`config.mk`:
```
export PLATFORM = sky130hd
export DESIGN_NAME = wordpair_cpu
export DESIGN_NICKNAME = d
export VERILOG_FILES = /design/src/rtl/wpc_pkg.sv /design/src/rtl/wpc_regfile.sv /design/src/rtl/wpc_alu.sv /design/src/rtl/wpc_branch_cmp.sv /design/src/rtl/wordpair_cpu.sv
export SDC_FILE = /design/constraint.sdc
export NUM_CORES = 2
export LEC_CHECK = 0
export CORE_ASPECT_RATIO = 0.8
export CORE_MARGIN = 2
export CORE_UTILIZATION = 30
export CTS_CLUSTER_DIAMETER = 120
export DETAILED_ROUTE_END_ITERATION = 10
export GPL_TIMING_DRIVEN = 0
export PLACE_DENSITY_LB_ADDON = 0.3
export SKIP_CTS_REPAIR_TIMING = 1
export SLEW_MARGIN = 40
export SYNTH_ARGS = -nofsm -noshare
export SYNTH_HDL_FRONTEND = slang
export SYNTH_SLANG_ARGS = --single-unit
```
`constraint.sdc`:
```
create_clock -name clk -period 6 [get_ports clk]
set_input_delay 0.6 -clock clk [delete_from_list [all_inputs] [get_ports clk]]
set_output_delay 0.6 -clock clk [all_outputs]
set_load 0.1 [all_outputs]
```
`src/rtl/wpc_pkg.sv`:
```
`timescale 1ns/1ps
package wpc_pkg;

    typedef logic [7:0] opcode_t;

    // opcode values are fixed by the instruction encoding
    localparam opcode_t OP_NOP   = 8'd0;
    localparam opcode_t OP_JMP   = 8'd1;
    localparam opcode_t OP_JEQ   = 8'd2;
    localparam opcode_t OP_JNE   = 8'd3;
    localparam opcode_t OP_JGT   = 8'd4;
    localparam opcode_t OP_JGE   = 8'd5;
    localparam opcode_t OP_JLT   = 8'd6;
    localparam opcode_t OP_JLE   = 8'd7;
    localparam opcode_t OP_MOVI  = 8'd8;
    localparam opcode_t OP_LOAD  = 8'd10;
    localparam opcode_t OP_STORE = 8'd11;
    localparam opcode_t OP_SHL   = 8'd12;
    localparam opcode_t OP_SHR   = 8'd13;
    localparam opcode_t OP_NOT   = 8'd14;
    localparam opcode_t OP_AND   = 8'd15;
    localparam opcode_t OP_OR    = 8'd16;
    localparam opcode_t OP_XOR   = 8'd17;
    localparam opcode_t OP_ADD   = 8'd18;

    typedef enum logic [2:0] {
        ST_FETCH,
        ST_DECODE,
        ST_OPND,
        ST_EXEC,
        ST_LOAD
    } state_e;

    typedef struct packed {
        opcode_t    op;
        logic [7:0] fa;
        logic [7:0] fb;
        logic [7:0] fc;
    } insn_s;

    function automatic logic is_two_word(opcode_t op);
        return (op >= OP_JMP) && (op <= OP_MOVI);
    endfunction

    function automatic logic is_cond_branch(opcode_t op);
        return (op >= OP_JEQ) && (op <= OP_JLE);
    endfunction

    function automatic logic is_alu_op(opcode_t op);
        return (op >= OP_SHL) && (op <= OP_ADD);
    endfunction

endpackage

```
`src/rtl/wpc_regfile.sv`:
```
`timescale 1ns/1ps
module wpc_regfile #(
    parameter int XLEN = 32,
    parameter int NREG = 32
) (
    input  logic                    clk,
    input  logic                    rst,
    input  logic [$clog2(NREG)-1:0] ra_a,
    input  logic [$clog2(NREG)-1:0] ra_b,
    input  logic [$clog2(NREG)-1:0] ra_c,
    output logic [XLEN-1:0]         rd_a,
    output logic [XLEN-1:0]         rd_b,
    output logic [XLEN-1:0]         rd_c,
    input  logic                    we,
    input  logic [$clog2(NREG)-1:0] waddr,
    input  logic [XLEN-1:0]         wdata
);
    localparam int IW = $clog2(NREG);

    logic [XLEN-1:0] regs_q [NREG];
    logic [XLEN-1:0] regs_d [NREG];

    always_comb begin
        for (int i = 0; i < NREG; i++) begin
            regs_d[i] = regs_q[i];
            if (we && (waddr == IW'(i))) begin
                regs_d[i] = wdata;
            end
        end
    end

    always_ff @(posedge clk) begin
        for (int i = 0; i < NREG; i++) begin
            regs_q[i] <= rst ? '0 : regs_d[i];
        end
    end

    assign rd_a = regs_q[ra_a];
    assign rd_b = regs_q[ra_b];
    assign rd_c = regs_q[ra_c];


    reg_write_lands_chk: assert property (@(posedge clk) disable iff (rst)
        we |=> (regs_q[$past(waddr)] == $past(wdata)));

endmodule

```
`src/rtl/wpc_alu.sv`:
```
`timescale 1ns/1ps
module wpc_alu
    import wpc_pkg::*;
#(
    parameter int XLEN = 32
) (
    input  opcode_t         op,
    input  logic [XLEN-1:0] x,
    input  logic [XLEN-1:0] y,
    output logic [XLEN-1:0] res
);
    localparam int SHW = $clog2(XLEN);

    logic            shift_big;
    logic [SHW-1:0]  shamt;

    assign shift_big = |y[XLEN-1:SHW];
    assign shamt     = y[SHW-1:0];

    always_comb begin
        case (op)
            OP_SHL:  res = shift_big ? '0 : (x << shamt);
            OP_SHR:  res = shift_big ? '0 : (x >> shamt);
            OP_NOT:  res = ~x;
            OP_AND:  res = x & y;
            OP_OR:   res = x | y;
            OP_XOR:  res = x ^ y;
            OP_ADD:  res = x + y;
            default: res = '0;
        endcase
    end

endmodule

```
`src/rtl/wpc_branch_cmp.sv`:
```
`timescale 1ns/1ps
module wpc_branch_cmp
    import wpc_pkg::*;
#(
    parameter int XLEN = 32
) (
    input  opcode_t         op,
    input  logic [XLEN-1:0] lhs,
    input  logic [XLEN-1:0] rhs,
    output logic            take
);
    logic eq, lt;

    assign eq = (lhs == rhs);
    assign lt = (lhs < rhs);

    always_comb begin
        case (op)
            OP_JMP:  take = 1'b1;
            OP_JEQ:  take = eq;
            OP_JNE:  take = !eq;
            OP_JGT:  take = !lt && !eq;
            OP_JGE:  take = !lt;
            OP_JLT:  take = lt;
            OP_JLE:  take = lt || eq;
            default: take = 1'b0;
        endcase
    end

endmodule

```
`src/rtl/wordpair_cpu.sv`:
```
`timescale 1ns/1ps
module wordpair_cpu
    import wpc_pkg::*;
#(
    parameter int IADDR_W = 16,
    parameter int DADDR_W = 16,
    parameter int XLEN    = 32,
    parameter int NREG    = 32
) (
    input  logic               clk,
    input  logic               rst,
    output logic [IADDR_W-1:0] imem_addr,
    input  logic [XLEN-1:0]    imem_rdata,
    output logic [DADDR_W-1:0] dmem_addr,
    output logic [XLEN-1:0]    dmem_wdata,
    output logic               dmem_we,
    input  logic [XLEN-1:0]    dmem_rdata
);
    localparam int RIDX_W = $clog2(NREG);

    typedef struct packed {
        state_e          st;
        logic [XLEN-1:0] pc;
        logic [XLEN-1:0] ir;
        logic [XLEN-1:0] imm;
    } core_s;

    core_s cur_q, nxt_d;
    insn_s ins;

    logic [XLEN-1:0]   rd_a, rd_b, rd_c;
    logic [XLEN-1:0]   alu_res;
    logic              take;
    logic              rf_we;
    logic [RIDX_W-1:0] rf_waddr;
    logic [XLEN-1:0]   rf_wdata;
    logic [XLEN-1:0]   pc_inc1, pc_inc2;

    assign ins     = insn_s'(cur_q.ir[31:0]);
    assign pc_inc1 = cur_q.pc + XLEN'(1);
    assign pc_inc2 = cur_q.pc + XLEN'(2);

    wpc_regfile #(.XLEN(XLEN), .NREG(NREG)) rf_i (
        .clk   (clk),
        .rst   (rst),
        .ra_a  (ins.fa[RIDX_W-1:0]),
        .ra_b  (ins.fb[RIDX_W-1:0]),
        .ra_c  (ins.fc[RIDX_W-1:0]),
        .rd_a  (rd_a),
        .rd_b  (rd_b),
        .rd_c  (rd_c),
        .we    (rf_we),
        .waddr (rf_waddr),
        .wdata (rf_wdata)
    );

    wpc_alu #(.XLEN(XLEN)) alu_i (
        .op  (ins.op),
        .x   (rd_b),
        .y   (rd_c),
        .res (alu_res)
    );

    wpc_branch_cmp #(.XLEN(XLEN)) cmp_i (
        .op   (ins.op),
        .lhs  (rd_a),
        .rhs  (rd_b),
        .take (take)
    );

    always_comb begin
        nxt_d      = cur_q;
        imem_addr  = cur_q.pc[IADDR_W-1:0];
        dmem_addr  = rd_b[DADDR_W-1:0];
        dmem_wdata = rd_b;
        dmem_we    = 1'b0;
        rf_we      = 1'b0;
        rf_waddr   = ins.fa[RIDX_W-1:0];
        rf_wdata   = alu_res;
        case (cur_q.st)
            ST_FETCH: begin
                nxt_d.st = ST_DECODE;
            end
            ST_DECODE: begin
                nxt_d.ir  = imem_rdata;
                imem_addr = pc_inc1[IADDR_W-1:0];
                nxt_d.st  = is_two_word(imem_rdata[31:24]) ? ST_OPND : ST_EXEC;
            end
            ST_OPND: begin
                nxt_d.imm = imem_rdata;
                nxt_d.st  = ST_EXEC;
            end
            ST_EXEC: begin
                nxt_d.st = ST_FETCH;
                nxt_d.pc = pc_inc1;
                if (ins.op == OP_JMP || is_cond_branch(ins.op)) begin
                    nxt_d.pc = take ? cur_q.imm : pc_inc2;
                end else if (ins.op == OP_MOVI) begin
                    rf_we    = 1'b1;
                    rf_wdata = cur_q.imm;
                    nxt_d.pc = pc_inc2;
                end else if (ins.op == OP_LOAD) begin
                    nxt_d.pc = cur_q.pc;
                    nxt_d.st = ST_LOAD;
                end else if (ins.op == OP_STORE) begin
                    dmem_we   = 1'b1;
                    dmem_addr = rd_a[DADDR_W-1:0];
                end else if (is_alu_op(ins.op)) begin
                    rf_we = 1'b1;
                end
            end
            ST_LOAD: begin
                rf_we    = 1'b1;
                rf_wdata = dmem_rdata;
                nxt_d.pc = pc_inc1;
                nxt_d.st = ST_FETCH;
            end
            default: begin
                nxt_d.st = ST_FETCH;
            end
        endcase
    end

    always_ff @(posedge clk) begin
        if (rst) begin
            cur_q.st  <= ST_FETCH;
            cur_q.pc  <= '0;
            cur_q.ir  <= '0;
            cur_q.imm <= '0;
        end else begin
            cur_q <= nxt_d;
        end
    end


    reset_fetch_zero_chk: assert property (@(posedge clk) disable iff (rst)
        $fell(rst) |-> (imem_addr == '0 && !dmem_we));


    store_single_pulse_chk: assert property (@(posedge clk) disable iff (rst)
        dmem_we |=> !dmem_we);


    movi_step_chk: assert property (@(posedge clk) disable iff (rst)
        (cur_q.st == ST_EXEC && ins.op == OP_MOVI) |=> (cur_q.pc == $past(cur_q.pc) + XLEN'(2)));


    alu_step_chk: assert property (@(posedge clk) disable iff (rst)
        (cur_q.st == ST_EXEC && is_alu_op(ins.op)) |=> (cur_q.pc == $past(cur_q.pc) + XLEN'(1)));


    branch_fall_chk: assert property (@(posedge clk) disable iff (rst)
        (cur_q.st == ST_EXEC && is_cond_branch(ins.op) && !take) |=> (cur_q.pc == $past(cur_q.pc) + XLEN'(2)));


    exec_entry_chk: assert property (@(posedge clk) disable iff (rst)
        (cur_q.st == ST_EXEC) |-> ($past(cur_q.st) == ST_DECODE || $past(cur_q.st) == ST_OPND));

endmodule

```
==> run metrics <==
Net Count, Synth=4839; RSZ-0062 raised after global routing=yes; DIE HEIGHT=429 um; Net count, final=5377; Slew headroom=-12.1%; Post-synth EDFFs=1024; hold crit path type=primary input to register; final WL=382000 um; largest fanout on the critical path=32; fillcell total=20.8k; First DRT Iteration DRCs=12.6k; htree depth=3; total CTS buffers=115; vias per cell=6.95; f_max=163 MHz; clock sink count=1113; PD cells=301 nW/um^2; post-route ant nets=0; DR pass1 iterations=9; core area=224000 um^2; final setup skew=0.0340 ns; DR vias=57.8k; CTS Buffer Depth=3; classification of the worst setup path=register to register; Final Hold Fails=0; synthesized cell area=67600 um^2; register area share after synthesis=48.1%; Worst EP required=6.45 ns; vias in the first global route=52.6k; CTS root buf=clkbuf_16; CTS tree=built; Placer Congestion=1.05; Critical Path Start Type=register; I/O pins=131; hold_ws=0.368 ns; worst vdd ir=0.264 mV; Overall Power=25300 uW; hpwl dp=283000 um; DRC violations left=0; first-pass GRT wire length=493000 um; M1 WL=136000 um; measured slew at the worst slew-check pin=1.68 ns; Slew Limit Fails=4; post-route insts no fill=8307; FF+latch count, synth=1113; placed cell count=8030; WL met3=72100 um; row count=155; global route total overflow=0; Die W=535 um; period utilization=102%; max layer used=met5; Storage cell area=32500 um^2; Lkg Pwr=0.0286 uW; Starting Density=30.2%; GRT Total Usage=32.1%; Layout area overhead=24.1%; # setup viols final=115; number of library cell types mapped by synthesis=81; area of the multi-input gates=34200 um^2; failing checks=capacitance limit, slew limit, setup timing; Clk Latency, worst-skew pair=0.81 ns; Final WS setup=-0.130 ns; Worst setup EP type=register; status=finished, violations left; WL per Instance=46.0 um; initial antenna violation count=29; Avg Cell Area, Syn=14.5 um^2; yosys warns=0; largest net degree at the start of global routing=33; Syn Inst Count=4673; top cells by area, synth=edfxtp_1 (45%), mux4_2 (24%), mux2i_1 (6.0%), a22oi_1 (2.7%), dfxtp_1 (2.6%); Clock transition at path regs=0.06 ns; top_reg_cell synth=edfxtp_1; met2 WL=144000 um; Die Area=229000 um^2; top cell type by total area after synthesis=edfxtp_1; crit path time final=6.13 ns; Worst EP arrival=6.58 ns; port bufs=129; share of cells above drive strength 1=34.8%; ys async rst share=0%; max_cap viols=1; Synth top area share=45.5%
[cell usage in the layout, fill, tap and decap left out, types with 53 or more instances in the layout]
cell type,instances
a21oi_1,226
a22oi_1,239
buf_12,56
buf_16,93
buf_2,106
buf_4,116
buf_6,98
buf_8,79
clkbuf_1,100
clkbuf_16,120
clkbuf_2,58
clkbuf_4,53
clkdlybuf4s50_1,64
dfxtp_1,85
edfxtp_1,1024
ha_1,83
inv_1,67
mux2_2,77
mux2i_1,397
mux4_2,734
nand2_1,317
nand3_1,94
nor2_1,179
o21ai_0,106
[through the flow]
| stage | area, um^2 | utilization, % | TNS (ns) | worst slack [ns] |
|---|---|---|---|---|
| finish | 83900 | 37.5 | -8.25 | -0.130 |
| global route | 83900 | 37.5 | -14.17 | -0.246 |
| CTS | 81700 | 36.6 | -998.55 | -2.29 |
| detailed placement | 77700 | 34.8 | -947.73 | -2.26 |
| global placement | 72900 | 32.6 | -4131.19 | -4.15 |
| floorplan | 67800 | - | -0.509 | -0.0159 |
[sequential cells by signal, indices dropped and copies added, names as in the netlist, named ones only]
name,count
rf_i.regs_q,1024
cur_q,51
ins,23
[kinds of logic after synthesis]
family,Yosys count,synth area share (%)
buf+inv,488,3.20
compound gates,899,8.97
simple gates,793,5.28
fa+ha+maj,100,1.86
mux,1219,31.8
flops,1113,48.1
xor+xnor,61,0.790
[layout make-up]
class	instances	area share, %
antenna	11	0.0328
buffer	401	3.79
clock buffer	137	3.69
clock inverter	82	1.10
inverter	81	0.392
multi-input combinational	3076	40.8
sequential	1113	38.8
tap	2983	4.45
timing repair buffer	423	7.03
[metal layers]
layer | vias up | GRT usage (%)
met1 | 29400 | 41.3
met3 | 1430 | 18.0
met5 | - | 1.59
li1 | 20500 | -
met2 | 6386 | 41.2
met4 | 40 | 18.6
[power breakdown]
part	internal, uW	switching, uW
registers	8860	301
logic	2830	5410
clock network	4420	3480
[worst max-delay path, stage by stage (launching register included)]
cell and delay [ns]:
dfxtp_1 0.41, clkbuf_4 0.35, nor2b_1 0.17, buf_2 0.30
buf_6 0.33, buf_8 0.32, nand2_1 0.09, nand3_1 0.10
nand4_1 0.09, buf_4 0.20, buf_4 0.20, inv_2 0.10
ha_4 0.24, a2111oi_1 0.42, o21ai_1 0.16, a21oi_2 0.14
buf_4 0.16, o21ai_4 0.11, o2bb2ai_1 0.14, a21oi_1 0.20
xor2_1 0.17, o221ai_1 0.23, a222oi_1 0.47, nor2_1 0.17
a31o_4 0.39
[synth_stat cells (all sizes together) (9+ instances only)]
cell	count
a211oi	9
a21o	42
a21oi	243
a221o	16
a221oi	34
a22oi	243
a311oi	16
a31o	10
a31oi	22
and2	13
and3	13
buf	187
clkbuf	220
dfxtp	89
edfxtp	1024
ha	99
inv	81
mux2	79
mux2i	406
mux4	734
nand2	321
nand2b	14
nand3	98
nand4	50
nor2	189
nor2b	17
nor3	31
nor4	13
o211ai	23
o21a	11
o21ai	115
o21bai	20
o221ai	16
o22ai	15
or3	9
xnor2	37
xor2	24
[path summary, 6_finish.rpt]
| kind | start | endpoint | slack, ns | depth (start not counted) |
|---|---|---|---|---|
| max reg2reg | register | rf_i.regs_q[25][21] | -0.13 | 24 |
| max | register | rf_i.regs_q[25][21] | -0.13 | 24 |
| min | imem_rdata[23] | cur_q[23] | 0.37 | 3 |
| min reg2reg | cur_q[30] | cur_q[30] | 0.46 | 2 |
Power figures use the tool's default switching activity.
